File: config.mk
export PLATFORM = sky130hd
export DESIGN_NAME = crc_serial_unit
export DESIGN_NICKNAME = d
export VERILOG_FILES = /design/src/rtl/crc_serial_unit.sv
export SDC_FILE = /design/constraint.sdc
export NUM_CORES = 1
export LEC_CHECK = 0
export BUFFER_PORTS_ARGS = -buffer_cell sky130_fd_sc_hd__buf_2
export CORE_UTILIZATION = 58
export DETAILED_ROUTE_END_ITERATION = 10
export PLACE_DENSITY = 0.81
export SETUP_SLACK_MARGIN = 0.4
export SLEW_MARGIN = 0
export SYNTH_ARGS = -nofsm -noshare
export SYNTH_HDL_FRONTEND = slang
export SYNTH_SLANG_ARGS = --single-unit
File: constraint.sdc
create_clock -name clk -period 3.15 [get_ports clk]
set_input_delay 0.63 -clock clk [delete_from_list [all_inputs] [get_ports clk]]
set_output_delay 0.63 -clock clk [all_outputs]
set_load 0.02 [all_outputs]
File: src/rtl/crc_serial_unit.sv
module crc_serial_unit #(
  parameter int MAX_DEG = 16,
  localparam int DW = $clog2(MAX_DEG + 1)
) (
  input  logic               clk,
  input  logic               rst_n,
  input  logic               mode_i,
  input  logic [MAX_DEG:0]   poly_i,
  input  logic [DW-1:0]      deg_i,
  input  logic               in_valid,
  input  logic               in_bit,
  input  logic               in_sof,
  input  logic               in_eof,
  output logic               in_ready,
  output logic               out_valid,
  output logic               out_bit,
  output logic               chk_done,
  output logic               chk_err
);

  localparam int W = MAX_DEG;

  logic [W-1:0]  rem, base, shifted, nxt, mask, top;
  logic [DW-1:0] n_eff, cnt;
  logic          busy, in_frame, mode_q, cur_mode, acc, fb;

  always_comb begin
    if (deg_i == '0)                 n_eff = DW'(1);
    else if (deg_i > DW'(MAX_DEG))   n_eff = DW'(MAX_DEG);
    else                             n_eff = deg_i;
  end

  always_comb begin
    for (int i = 0; i < W; i++) begin
      mask[i] = (i < int'(n_eff));
      top[i]  = (i == int'(n_eff) - 1);
    end
  end

  assign in_ready = !busy;
  assign acc      = in_valid && !busy && (in_sof || in_frame);
  assign cur_mode = in_sof ? mode_i : mode_q;
  assign base     = in_sof ? '0 : rem;
  assign fb       = (|(base & top)) ^ (cur_mode ? 1'b0 : in_bit);
  assign shifted  = {base[W-2:0], cur_mode ? in_bit : 1'b0};
  assign nxt      = (shifted ^ (fb ? poly_i[W-1:0] : '0)) & mask;

  always_ff @(posedge clk or negedge rst_n) begin
    if (!rst_n) begin
      rem <= '0; cnt <= '0; busy <= 1'b0; in_frame <= 1'b0; mode_q <= 1'b0;
      out_valid <= 1'b0; out_bit <= 1'b0; chk_done <= 1'b0; chk_err <= 1'b0;
    end else begin
      out_valid <= 1'b0;
      chk_done  <= 1'b0;
      chk_err   <= 1'b0;
      if (busy) begin
        out_valid <= 1'b1;
        out_bit   <= |(rem & top);
        rem       <= {rem[W-2:0], 1'b0} & mask;
        cnt       <= cnt - 1'b1;
        if (cnt == DW'(1)) busy <= 1'b0;
      end else if (acc) begin
        rem      <= nxt;
        mode_q   <= cur_mode;
        in_frame <= !in_eof;
        if (!cur_mode) begin
          out_valid <= 1'b1;
          out_bit   <= in_bit;
        end
        if (in_eof) begin
          if (!cur_mode) begin
            busy <= 1'b1;
            cnt  <= n_eff;
          end else begin
            chk_done <= 1'b1;
            chk_err  <= (nxt != '0);
          end
        end
      end
    end
  end


  append_start_chk: assert property (@(posedge clk) disable iff (!rst_n)
    (acc && in_eof && !cur_mode) |=> (busy && out_valid));


  out_source_chk: assert property (@(posedge clk) disable iff (!rst_n)
    out_valid |-> ($past(busy) || $past(acc && !cur_mode)));


  drained_chk: assert property (@(posedge clk) disable iff (!rst_n)
    (busy && cnt == DW'(1)) |=> (rem == '0));


  done_source_chk: assert property (@(posedge clk) disable iff (!rst_n)
    chk_done |-> $past(acc && in_eof && cur_mode));


  err_strobe_chk: assert property (@(posedge clk) disable iff (!rst_n)
    chk_err |-> chk_done);


  stall_cause_chk: assert property (@(posedge clk) disable iff (!rst_n)
    $fell(in_ready) |-> $past(in_valid && in_eof));

endmodule

**After elaboration in Yosys (flattened, before gate mapping)**

Cells that the tools add are included.

- Bits in registers: 28
- Output and inout port bits: 5
- Word-level logic and storage cells: 98

- Add/sub/neg operators: 2
- $lt $le $gt $ge: 17
- Equality and inequality tests: 17
- Multiplexer cells: 31
- Bitwise gates (word level): 7
- Reduce and logical (&&, ||, !) cells: 15

Operator list:

| cell | number |
|---|---|
| AND 16 bit | 4 |
| two-way mux 16 bit | 4 |
| equality test 5 x 6 -> 1 bit (first input constant) | 8 |
| less-than comparator 4 x 5 -> 1 bit (first input constant) | 8 |
| logical NOT 32 bit | 1 |
| OR reduction 16 bit | 2 |
| two-way mux 5 bit | 6 |
| equality test 4 x 6 -> 1 bit (first input constant) | 4 |
| two-way mux 1 bit | 21 |
| less-than comparator 3 x 5 -> 1 bit (first input constant) | 4 |
| nonzero test 16 bit | 1 |
| bitwise XOR 16 bit | 1 |
| equality test 3 x 6 -> 1 bit (first input constant) | 2 |
| less-than comparator 1 x 5 -> 1 bit (first input constant) | 2 |
| less-than comparator 2 x 5 -> 1 bit (first input constant) | 2 |
| equality test 2 x 6 -> 1 bit (first input constant) | 1 |
| subtractor 5 x 1 -> 6 bit (second input constant) | 1 |
| equality test 5 x 1 -> 1 bit (second input constant) | 1 |
| greater-than comparator 5 bit (second input constant) | 1 |
| logical NOT 5 bit | 1 |
| subtractor 5 x 1 -> 5 bit (second input constant) | 1 |
| AND reduction 2 bit | 2 |
| nonzero test 2 bit | 2 |
| AND reduction 3 bit | 1 |
| 6 further kinds | 8 |

**Depth between registers and ports, before layout**

Gate-level depths: netlist (run 1).

- Depth after elaboration: 16
- Mapped depth: 12

**Worst setup path before layout (run 1)**

No wires, ideal clock.

- Path type: input-to-reg
- Start point: input port deg_i[1]
- End point: register chk_err
- Library setup time: 0.136 ns
- Data arrival time: 2.793 ns
- Setup slack: 0.222 ns
- Stages on the path: 10
- Buffers on the path: 1
- Cell sequence: buf_6 or2_4 a31o_4 a221oi_4 o221ai_4 xnor2_4 nand2_1 mux2_4 a2111oi_4 a31oi_1

- Longest elaborated chain between the ends: 16
- Elaborated cells on any way between the ends: 48
- Those cells by class: add/sub: 1; order compare: 17; eq/ne: 15; mux: 7; bitwise: 4; reduce/logical: 4

RTL lines:

| item | line | RTL |
|---|---|---|
| from (decl) | 9 | `input logic [DW-1:0] deg_i,` |
| greater-than comparator 5 bit | 29 | `else if (deg_i > DW'(MAX_DEG)) n_eff = DW'(MAX_DEG);` |
| two-way mux 5 bit | 29 |  |
| two-way mux 5 bit (*) | 28 | `if (deg_i == '0) n_eff = DW'(1);` |
| subtractor 5 x 1 -> 6 bit | 36 | `top[i] = (i == int'(n_eff) - 1);` |
| logical NOT 32 bit (tied with other cells) | 36 |  |
| AND 16 bit | 44 | `assign fb = (\|(base & top)) ^ (cur_mode ? 1'b0 : in_bit);` |
| OR reduction 16 bit | 44 |  |
| bitwise XOR 1 bit | 44 |  |
| two-way mux 16 bit | 46 | `assign nxt = (shifted ^ (fb ? poly_i[W-1:0] : '0)) & mask;` |
| bitwise XOR 16 bit | 46 |  |
| AND 16 bit (*) | 46 |  |
| nonzero test 16 bit (*) | 76 | `chk_err <= (nxt != '0);` |
| two-way mux 1 bit (*) | 71 | `if (!cur_mode) begin` |
| two-way mux 1 bit (*) | 70 | `if (in_eof) begin` |
| two-way mux 1 bit (*) | 62 | `end else if (acc) begin` |
| two-way mux 1 bit (*) | 56 | `if (busy) begin` |
| to (signal assigned) | 76 |  |
| to (decl) | 18 | `output logic chk_err` |

Every way passes the cells marked *; elsewhere a longest branch is shown, timed or not.
A chain may end at the register's enable or synchronous reset.

**Final worst setup path (run 1)**

- Start point: input port deg_i[4]
- End point: register chk_err

Same word-level chain as after synthesis.

==> results.md, run 1 <==
- Reg2Reg Launch Point: rem[10]
- CTS buffer count: 3
- Sequential cell area fraction in the yosys report: 27.8%
- VDD IR max: 0.000394 V
- Xor/xnor cell area share of the yosys netlist: 1.79%
- Antenna violations before repair: 0
- Total count of hold-check failures in the final report: 0
- Starting Density: 61.7%
- Hold slack: 354 ps
- Final setup violation count: 0
- Maximum buffer depth of the clock tree: 2
- Routed length per placed instance: 18.7 um
- Hold buffer count at CTS: 0
- Maximum clock frequency: 0.348 GHz
- IO Port Bufs: 32
- Count of pins over their slew limit: 0
- Most frequent standard cell in the layout excluding fill and tap cells: sky130_fd_sc_hd__nand2_1
- Ports: 34
- Main combinational cell family by area after synthesis: compound AO/OA/AOI/OAI gates
- Max Clock Skew: 4.92 ps
- Number of warnings issued by yosys: 0
- Synth Area per Inst: 8.11 um2
- Number of remaining DRC errors: 0
- DIE HEIGHT: 67.9 um
- Number of flops mapped to enable cells by yosys: 0
- Main flop type after synthesis: sky130_fd_sc_hd__dfrtp_1
- Worst path required time: 3310 ps
- Worst Setup Path Type: input pin to flop
- CTS root buf: sky130_fd_sc_hd__clkbuf_8
- Ratio of total power to cell area: 655 nW/um2
- Leftover overflow at the end of global routing: 0
- Static leakage: 1.37 nW
- Die width: 67.9 um
- Path depth of the worst reg2reg path: 10
- CTS tree: done
- Full die area: 4620 um2
- Worst hold path class: input pin to async pin
- Register-to-Register Setup Slack: 350 ps
- Simple-gate share of the synthesized area: 26.8%
- RSZ-0062 raised after global routing: yes
- Vias in the first global route: 2455
- Fraction of the mapped netlist area in compound gates: 26.8%
- Number of nets still failing antenna checks after routing: 0
- Worst-margin pin slew: 624 ps
- Worst-Skew Late Latency: 280 ps
- Final RePlAce weighted congestion: 0.847
- Reg-to-reg endpoint: chk_err
- Vias after detailed routing: 2787
- Length of the first detailed-routing pass in iterations: 6
- Share of the clock period used by the worst path: 91.3%
- Adder-cell share of the synthesized area: 0.992%
- Number of standard cells after synthesis: 311
- Number of vias per cell after detailed routing: 6.64
- Final Critical Period: 2880 ps
- Normalized max-slew margin: 58.4%
- Number of rows in the core area: 23
- Pin count of the biggest net entering global routing: 35
- Crit-path max FO: 5
- Post-layout power: 2.10 mW
- Area overhead of the layout relative to synthesis: 27.1%
- Wire length of the first global-routing pass: 11700 um
- Syn Std Cell Area: 2520 um2
- CP Capture Type: flop
- Diodes inserted: 0
- Element type at the critical path start: input pin
- Clock slew at reported path FFs: 100 ps
- Layout cells sized above 1: 32.7%
- Unique masters post-synth: 61
- Core box area: 4090 um2
- Number of sinks driven by the clock tree: 28
- Share of synthesized area spent on multiplexers: 8.88%
- Most used cells in the layout excluding fill and tap cells: 42 x sky130_fd_sc_hd__nand2_1, 39 x sky130_fd_sc_hd__buf_4, 28 x sky130_fd_sc_hd__dfrtp_1, 28 x sky130_fd_sc_hd__buf_2, 24 x sky130_fd_sc_hd__nor2_1
- Critical path data arrival time: 3030 ps
- Overall global routing resource usage: 34.3%
- DP Wirelength: 5130 um
- Post-layout nets: 402
- H-Tree Depth: 1
- Max-capacitance violation count: 0
- Outcome: completed
- Final wirelength: 7870 um
- Number of design-rule violations left by the first detailed-router iteration: 262
- Proportion of synthesized flip-flops having asynchronous set or reset: 100%
- Nets in the synthesized netlist: 342
- Flops & latches, synth: 28
sequential cells by signal, indices dropped and copies added (netlist names):
signal	flops
out_valid	1
chk_done	1
busy	1
chk_err	1
rem	16
cnt	5
mode_q	1
in_frame	1
out_bit	1
cells in the mapped netlist, types with 4 or more instances:
library cell | instances | area [um2]
sky130_fd_sc_hd__inv_1 | 8 | 30.0
sky130_fd_sc_hd__nor4b_1 | 4 | 35.0
sky130_fd_sc_hd__o21ai_1 | 4 | 20.0
sky130_fd_sc_hd__nor4_1 | 6 | 37.5
sky130_fd_sc_hd__nor3_1 | 6 | 30.0
sky130_fd_sc_hd__mux2_2 | 7 | 78.8
sky130_fd_sc_hd__nand4b_1 | 5 | 43.8
sky130_fd_sc_hd__a21oi_1 | 25 | 125
sky130_fd_sc_hd__nand2_1 | 44 | 165
sky130_fd_sc_hd__buf_6 | 6 | 67.6
sky130_fd_sc_hd__nor2_1 | 24 | 90.1
sky130_fd_sc_hd__mux2i_1 | 13 | 130
sky130_fd_sc_hd__o22ai_1 | 6 | 37.5
sky130_fd_sc_hd__dfrtp_1 | 28 | 701
sky130_fd_sc_hd__a31oi_1 | 6 | 37.5
sky130_fd_sc_hd__clkbuf_1 | 11 | 41.3
sky130_fd_sc_hd__nor2b_1 | 9 | 56.3
sky130_fd_sc_hd__nand3_1 | 12 | 60.1
sky130_fd_sc_hd__o31ai_1 | 4 | 30.0
sky130_fd_sc_hd__buf_1 | 4 | 15.0
sky130_fd_sc_hd__o21ai_0 | 14 | 70.1
where the power goes:
part	switching [mW]	total (mW)	internal [mW]	leakage, nW
clock	0.115	0.285	0.170	0.0357
sequential	0.178	0.676	0.498	0.364
combinational	0.624	1.14	0.515	0.975
total	0.917	2.10	1.18	1.37
cells by family (layout without fill, tap and decap cells):
group                    Yosys count  after routing
flip-flops                        28             28
XOR/XNOR                           3              3
multiplexers                      21             21
adder cells (fa/ha/maj)            2              2
AND/OR/NAND/NOR                  132            132
AO/OA/AOI/OAI                     92             92
buffers and inverters             33             92
critical path: stages:
cell and delay, ps:
sky130_fd_sc_hd__buf_2 120, sky130_fd_sc_hd__nand2b_1 200, sky130_fd_sc_hd__nor4b_2 350, sky130_fd_sc_hd__a2111oi_2 100
sky130_fd_sc_hd__buf_4 160, sky130_fd_sc_hd__o221ai_4 260, sky130_fd_sc_hd__buf_6 170, sky130_fd_sc_hd__mux2_2 360
sky130_fd_sc_hd__mux2i_2 250, sky130_fd_sc_hd__nand4_1 140, sky130_fd_sc_hd__nor4_1 180, sky130_fd_sc_hd__a31oi_1 110
worst max path at each step:
| stage | startpoint | endpoint | slack [ps] | cells past startpoint |
|---|---|---|---|---|
| 2_1_floorplan | deg_i[1] | chk_err | 270 | 10 |
| 3_3_place_gp | deg_i[4] | chk_err | -70 | 12 |
| 3_5_place_dp | deg_i[4] | chk_err | -90 | 12 |
| 4_1_cts | deg_i[0] | chk_err | 290 | 10 |
| 5_1_grt | deg_i[4] | chk_err | 160 | 12 |
| 6_report | deg_i[4] | chk_err | 270 | 12 |
layer usage:
metal | vias to the layer above | share of wire, % | track usage [%]
met2 | 192 | 47 | 55.0
met3 | 59 | 9.2 | 6.50
met4 | 0 | 5.6 | 18.5
li1 | 1257 | - | -
met5 | - | 0 | 0
met1 | 1279 | 39 | 43.3
per-stage QoR:
step           TNS (ps)  area (um2)  util [%]  worst slack, ps  std cells
2_1_floorplan         0        2550         -              273        311
3_3_place_gp      -66.6        2910      71.2            -66.6        405
3_5_place_dp       -128        2910      71.2            -91.3        405
4_1_cts               0        3140      76.8              294        418
5_1_grt               0        3210      78.5              163        420
6_report              0        3210      78.5              273        420
layout make-up:
type	count	area, um2
repair buffers	78	582
clock buffers	3	41.3
inverters	10	37.5
flip-flops and latches	28	701
clock inverters	1	30.0
multi-input cells	250	1750
fillers	277	880
well taps	50	62.6
what timing repair did:
action / 4_1_cts / 5_1_grt
setup buffers: 9 / 2
pin swaps: 9 / 16
resized for setup: 23 / 13
setup endpoints to repair: 7 / 11
No activity file was read; power rests on OpenSTA's default activity.
==> run 2: changes to the inputs <==
==> config.mk (replaced) <==
export PLATFORM = sky130hd
export DESIGN_NAME = crc_serial_unit
export DESIGN_NICKNAME = d
export VERILOG_FILES = /design/src/rtl/crc_serial_unit.sv
export SDC_FILE = /design/constraint.sdc
export NUM_CORES = 1
export LEC_CHECK = 0
export BUFFER_PORTS_ARGS = -buffer_cell sky130_fd_sc_hd__buf_4
export CORE_UTILIZATION = 58
export DETAILED_ROUTE_END_ITERATION = 10
export PLACE_DENSITY = 0.81
export SETUP_SLACK_MARGIN = 0.4
export SLEW_MARGIN = 20
export SYNTH_ARGS = -nofsm -noshare
export SYNTH_HDL_FRONTEND = slang
export SYNTH_SLANG_ARGS = --single-unit
==> run 2 against run 1 <==
  * Sequential cell count stayed put
  * Clock skew is 2.5 ps lower
  * Highest routed layer unchanged
  * Critical endpoint unchanged
  * Wire length is 6.3% lower
  * Largest cell class unchanged
==> results.md, run 2 (synthesized netlist as in run 1, its figures left out) <==
- Outcome: completed
- Switching portion of total power: 43.0% (-0.63 points)
- CTS tree: done
- Maximum clock frequency: 0.356 GHz (+2.4%)
- Post-route standard cell area excluding fillers: 3170 um2 (-1.2%)
- Final Critical Period: 2810 ps (-67.3 ps)
- Vias after detailed routing: 2656 (-4.7%)
- Reg2Reg Launch Point: rem[8]
- Starting Density: 61.7% (unchanged)
- Critical path data arrival time: 2970 ps (-60 ps)
- Worst Setup Path Type: input pin to flop
- Total count of hold-check failures in the final report: 0 (unchanged)
- Length of the first detailed-routing pass in iterations: 6 (unchanged)
- Worst path required time: 3310 ps (about the same)
- Wire length of the first global-routing pass: 11200 um (-4.8%)
- Internal power of the cells: 1.17 mW (-0.98%)
- Most frequent standard cell in the layout excluding fill and tap cells: sky130_fd_sc_hd__buf_4
- CTS buffer count: 3 (unchanged)
- Pin count of the biggest net entering global routing: 35 (unchanged)
- VDD IR max: 0.000328 V (-17%)
- Most used cells in the layout excluding fill and tap cells: 57 x sky130_fd_sc_hd__buf_4, 43 x sky130_fd_sc_hd__nand2_1, 28 x sky130_fd_sc_hd__dfrtp_1, 24 x sky130_fd_sc_hd__a21oi_1, 24 x sky130_fd_sc_hd__nor2_1
- Antenna violations before repair: 0 (unchanged)
- Number of remaining DRC errors: 0 (unchanged)
- Proportion of power drawn by combinational gates: 53.4% (-0.8 points)
- Normalized max-slew margin: 65.9% (+7.5 points)
- Overall global routing resource usage: 32.8% (-1.5 points)
- Ports: 34 (unchanged)
- Top Usage Layer GRT: met2
- Worst setup slack after placement: -136 ps (-44.3 ps)
- Met1 usage: 44.2% (+0.84 points)
- Final wirelength: 7380 um (-6.3%)
- RSZ-0062 raised after global routing: yes
- Post-layout power: 2.06 mW (-2.1%)
- Die width: 67.9 um (unchanged)
- CP Capture Type: flop
- Crit path launch: deg_i[4]
- Max FFs per register: 16 (unchanged)
- Hold slack: 255 ps (-99.5 ps)
- Full die area: 4620 um2 (unchanged)
- IO Port Bufs: 32 (unchanged)
- Count of pins over their slew limit: 0 (unchanged)
- Sum Neg Setup Slack: 0 ps (unchanged)
- Core box area: 4090 um2 (unchanged)
- Met2 global-route usage: 55.1% (+0.12 points)
- Static leakage: 1.33 nW (-3.2%)
- Hold buffer count at CTS: 0 (unchanged)
- Placed Area: 2940 um2 (+1.2%)
- Number of sinks driven by the clock tree: 28 (unchanged)
- Max-capacitance violation count: 0 (unchanged)
- Number of rows in the core area: 23 (unchanged)
- Largest reg by FF count: rem
- Number of design-rule violations left by the first detailed-router iteration: 208 (-21%)
- DP Wirelength: 5140 um (+0.16%)
- Global Route met3 Usage: 2.50% (-4.0 points)
- Worst hold path class: input pin to async pin
- Post-layout nets: 389 (-3.2%)
- Net Switching: 0.885 mW (-3.5%)
- Final RePlAce weighted congestion: 0.925 (+9.2%)
- Register share of total power: 32.5% (+0.3 points)
- Maximum buffer depth of the clock tree: 2 (unchanged)
- Ratio of total power to cell area: 649 nW/um2 (-0.91%)
- Worst-margin pin slew: 506 ps (-117 ps)
- Worst-Skew Late Latency: 280 ps (about the same)
- Clock slew at reported path FFs: 100 ps (about the same)
- Layout cells sized above 1: 29.4% (-3.3 points)
- Worst Slack Setup Final: 341 ps (+67.3 ps)
- Routed length per placed instance: 18.1 um (-3.3%)
- Share of total power in the clock network: 14.1% (+0.5 points)
- Vias in the first global route: 2296 (-6.5%)
- Number of vias per cell after detailed routing: 6.53 (-1.7%)
- Post-route non-filler standard cell count: 407 (-3.1%)
- Path depth of the worst reg2reg path: 10 (unchanged)
- Max Clock Skew: 2.45 ps (-2.47 ps)
- Final setup violation count: 0 (unchanged)
- Largest registers: rem (16), cnt (5)
- Diodes inserted: 0 (unchanged)
- Crit-path max FO: 10 (+5)
- CTS root buf: sky130_fd_sc_hd__clkbuf_8
- Leftover overflow at the end of global routing: 0 (unchanged)
- DIE HEIGHT: 67.9 um (unchanged)
- H-Tree Depth: 1 (unchanged)
- Count of placed standard cells including taps: 399 (-1.5%)
- Number of nets still failing antenna checks after routing: 0 (unchanged)
- Fraction of the core area covered by cells at the end of the flow: 77.6% (-0.92 points)
- Element type at the critical path start: input pin
- Share of the clock period used by the worst path: 89.2% (-2.1 points)
- Area overhead of the layout relative to synthesis: 25.6%
[run 2: per-layer routing]
metal | wire length, um | vias up
met5 | 0 | -
met4 | 320 | 0
met3 | 513 | 33
met2 | 3520 | 122
met1 | 3020 | 1267
li1 | - | 1234
[run 2: what timing repair did]
| item | 4_1_cts | 5_1_grt |
|---|---|---|
| pin swaps | 6 | 10 |
| setup buffers | 1 | 2 |
| setup endpoints to repair | 1 | 13 |
| cloned | 1 | 0 |
| gates resized for setup | 4 | 18 |
[run 2: layout make-up]
class,count,area (um2)
multi-input cells,251,1770
fillers,286,917
flip-flops and latches,28,701
repair buffers,64,524
well taps,50,62.6
clock buffers,3,41.3
inverters,10,37.5
clock inverters,1,30.0
[run 2: power groups by stage]
| stage | sequential [mW] | combinational [mW] | clock, mW |
|---|---|---|---|
| finish | 0.667 | 1.10 | 0.291 |
| global route | 0.689 | 1.20 | 0.307 |
| CTS | 0.644 | 1.04 | 0.291 |
| detailed placement | 0.650 | 1.01 | 0 |
| global placement | 0.644 | 0.978 | 0 |
| floorplan | 0.620 | 0.719 | 0 |
[run 2: critical path, stage by stage]
cell	delay [ps]
sky130_fd_sc_hd__buf_4	120
sky130_fd_sc_hd__buf_4	170
sky130_fd_sc_hd__nor4_2	370
sky130_fd_sc_hd__a2111oi_2	70
sky130_fd_sc_hd__buf_4	160
sky130_fd_sc_hd__o221ai_4	270
sky130_fd_sc_hd__buf_6	170
sky130_fd_sc_hd__mux2_2	350
sky130_fd_sc_hd__mux2i_1	200
sky130_fd_sc_hd__nand4_1	150
sky130_fd_sc_hd__nor4_2	190
sky130_fd_sc_hd__a31oi_1	110
[run 2: worst paths after layout]
check                             to  slack [ps]
setup / recovery             chk_err         340
hold / removal             out_valid         250
setup reg to reg             chk_err         440
hold reg to reg               cnt[1]         550
max in group asynchronous     rem[4]        2620
min in group clk            in_frame         550
==> run 3: changes to the inputs <==
--- a/config.mk
+++ b/config.mk
@@ -6,9 +6,11 @@
 export NUM_CORES = 1
 export LEC_CHECK = 0
 export BUFFER_PORTS_ARGS = -buffer_cell sky130_fd_sc_hd__buf_4
+export CORE_ASPECT_RATIO = 1.1
+export CORE_MARGIN = 3
 export CORE_UTILIZATION = 58
 export DETAILED_ROUTE_END_ITERATION = 10
-export PLACE_DENSITY = 0.81
+export PLACE_DENSITY = 0.8
 export SETUP_SLACK_MARGIN = 0.4
 export SLEW_MARGIN = 20
 export SYNTH_ARGS = -nofsm -noshare
==> run 3 against run 2 <==
  * Utilization increased by 8.2 points
  * Via count increased by 12%
  * Die area increased by 12%
  * Clock skew increased by 8.9 ps
  * Critical path type unchanged
  * Largest power group unchanged
==> results.md, run 3 (synthesized netlist as in run 1, its figures left out) <==
- Outcome: completed
- Worst-Skew Late Latency: 300 ps (+20 ps)
- Register-to-Register Setup Slack: 300 ps (-140 ps)
- Overall global routing resource usage: 32.2% (-0.63 points)
- Total count of hold-check failures in the final report: 0 (unchanged)
- DIE HEIGHT: 75.2 um (+11%)
- Logic depth of the worst path, buffers included: 12 (unchanged)
- Post-route standard cell area excluding fillers: 3500 um2 (+11%)
- H-Tree Depth: 1 (unchanged)
- Critical path's slowest cell: sky130_fd_sc_hd__a2111oi_4
- Leftover overflow at the end of global routing: 0 (unchanged)
- Normalized max-slew margin: 67.5% (+1.5 points)
- Max Clock Skew: 11.4 ps (+8.94 ps)
- Placed Area: 3020 um2 (+2.7%)
- Share of the clock period used by the worst path: 94.4% (+5.2 points)
- Final RePlAce weighted congestion: 0.942 (+1.9%)
- Diodes inserted: 0 (unchanged)
- Vias in the first global route: 2663 (+16%)
- Maximum buffer depth of the clock tree: 2 (unchanged)
- CTS root buf: sky130_fd_sc_hd__clkbuf_8
- Most frequent standard cell in the layout excluding fill and tap cells: sky130_fd_sc_hd__buf_4
- Element type at the critical path start: input pin
- Count of placed standard cells including taps: 413 (+3.5%)
- CP Capture Type: flop
- Path depth of the worst reg2reg path: 12 (+2)
- Final setup violation count: 0 (unchanged)
- Worst path required time: 3330 ps (+20 ps)
- Sum Neg Setup Slack: 0 ps (unchanged)
- Core box area: 4080 um2 (about the same)
- Number of design-rule violations left by the first detailed-router iteration: 367 (+76%)
- Ratio of total power to cell area: 663 nW/um2 (+2.1%)
- Number of nets still failing antenna checks after routing: 0 (unchanged)
- Die width: 68.9 um (+1.4%)
- Vias after detailed routing: 2962 (+12%)
- Final wirelength: 9130 um (+24%)
- Ports: 34 (unchanged)
- RSZ-0062 raised after global routing: yes
- Worst Setup Path Type: input pin to flop
- Count of pins over their slew limit: 0 (unchanged)
- Hold slack: 233 ps (-22.0 ps)
- Reg-to-reg endpoint: chk_err
- Layout cells sized above 1: 37.5% (+8.1 points)
- Largest registers: rem (16), cnt (5)
- Crit-path max FO: 7 (-3)
- Length of the first detailed-routing pass in iterations: 5 (-1)
- Area overhead of the layout relative to synthesis: 38.9%
- Pin count of the biggest net entering global routing: 33 (-5.7%)
- Final Critical Period: 2970 ps (+163 ps)
- Critical path data arrival time: 3150 ps (+180 ps)
- Starting Density: 61.8% (about the same)
- Max-capacitance violation count: 0 (unchanged)
- Count of filler cells inserted in the layout: 221 (-23%)
- Post-layout nets: 416 (+6.9%)
- Largest reg by FF count: rem
- Maximum clock frequency: 0.336 GHz (-5.5%)
- Worst hold path class: input pin to async pin
- Worst-margin pin slew: 486 ps (-20.0 ps)
- Critical Path Max Stage Delay: 370 ps (about the same)
- Hold buffer count at CTS: 0 (unchanged)
- CTS tree: done
- CP delay by family, top: compound AO/OA/AOI/OAI gates
- Number of sinks driven by the clock tree: 28 (unchanged)
- Post-route non-filler standard cell count: 436 (+7.1%)
- Cell type with the highest occurrence count on the critical path: sky130_fd_sc_hd__buf_6
- Number of rows in the core area: 24 (+4.3%)
- Max FFs per register: 16 (unchanged)
- VDD IR max: 0.000645 V (+97%)
- Antenna violations before repair: 0 (unchanged)
- Cells along the critical path: buf_12, or2_4, a31o_4, a221oi_4, o221ai_4, xnor2_4, buf_6, buf_6, nand2_2, mux2_4, a2111oi_4, a31oi_1
- Routed length per placed instance: 20.9 um (+16%)
- DP Wirelength: 5380 um (+4.8%)
- CTS buffer count: 3 (unchanged)
- Full die area: 5180 um2 (+12%)
- IO Port Bufs: 32 (unchanged)
- Clock slew at reported path FFs: 120 ps (+20 ps)
- Number of remaining DRC errors: 0 (unchanged)
- Reg2Reg Launch Point: rem[8]
- Wire length of the first global-routing pass: 12300 um (+10%)
- Static leakage: 1.50 nW (+13%)
- Most used cells in the layout excluding fill and tap cells: 79 x sky130_fd_sc_hd__buf_4, 42 x sky130_fd_sc_hd__nand2_1, 27 x sky130_fd_sc_hd__dfrtp_1, 23 x sky130_fd_sc_hd__a21oi_1, 23 x sky130_fd_sc_hd__nor2_1
- Number of vias per cell after detailed routing: 6.79 (+4.1%)
- Number of buffer and inverter instances along the worst setup path: 3 (-1)
- Post-layout power: 2.32 mW (+13%)
run 3: final cells by class:
class	instances	area, um2	share of cell area, %
inverters	10	37.5	1.07
clock buffers	3	41.3	1.18
multi-input cells	251	1870	53.3
well taps	52	65.1	1.86
flip-flops and latches	28	702	20.0
clock inverters	1	30.0	0.857
repair buffers	91	759	21.7
run 3: worst register-to-register path, delay by kind of cell, from the launching register on:
kind	cells	cell delay [ps]
AO/OA/AOI/OAI	4	1010
multiplexers	2	490
flip-flops	1	450
buffers and inverters	3	410
XOR/XNOR	1	250
AND/OR/NAND/NOR	2	120
run 3: where the power goes:
part,total (mW),internal (mW),switching (mW)
Clock,0.308,0.171,0.138
Combinational,1.35,0.620,0.727
Sequential,0.666,0.499,0.167
Total,2.32,1.29,1.03
run 3: repair_timing:
action	in CTS	in global routing
resized for setup	15	37
pin swaps	10	17
setup buffers	6	11
setup endpoints to repair	4	11
endpoints found under the hold margin	0	0
cloned	1	1
run 3: per-layer routing:
| metal | vias to the layer above | GRT usage (%) | part of all wire (%) |
|---|---|---|---|
| li1 | 1298 | - | - |
| met1 | 1369 | 38.5 | 36 |
| met2 | 233 | 53.9 | 46 |
| met3 | 62 | 7.46 | 11 |
| met4 | 0 | 16.0 | 6.1 |
| met5 | - | 0 | 0 |
run 3: worst max path at each step:
| stage | from | to |
|---|---|---|
| final | deg_i[0] | chk_err |
| after global routing | deg_i[0] | chk_err |
| after CTS | deg_i[0] | chk_err |
| after detailed placement | deg_i[0] | chk_err |
| after global placement | deg_i[0] | chk_err |
| after floorplan | deg_i[1] | chk_err |
run 3: stage by stage:
stage / util [%] / setup slack (ps)
floorplan: - / 273
global placement: 74.0 / -56.7
detailed placement: 74.0 / -56.2
CTS: 79.1 / 265
global route: 85.8 / 77.6
finish: 85.8 / 177
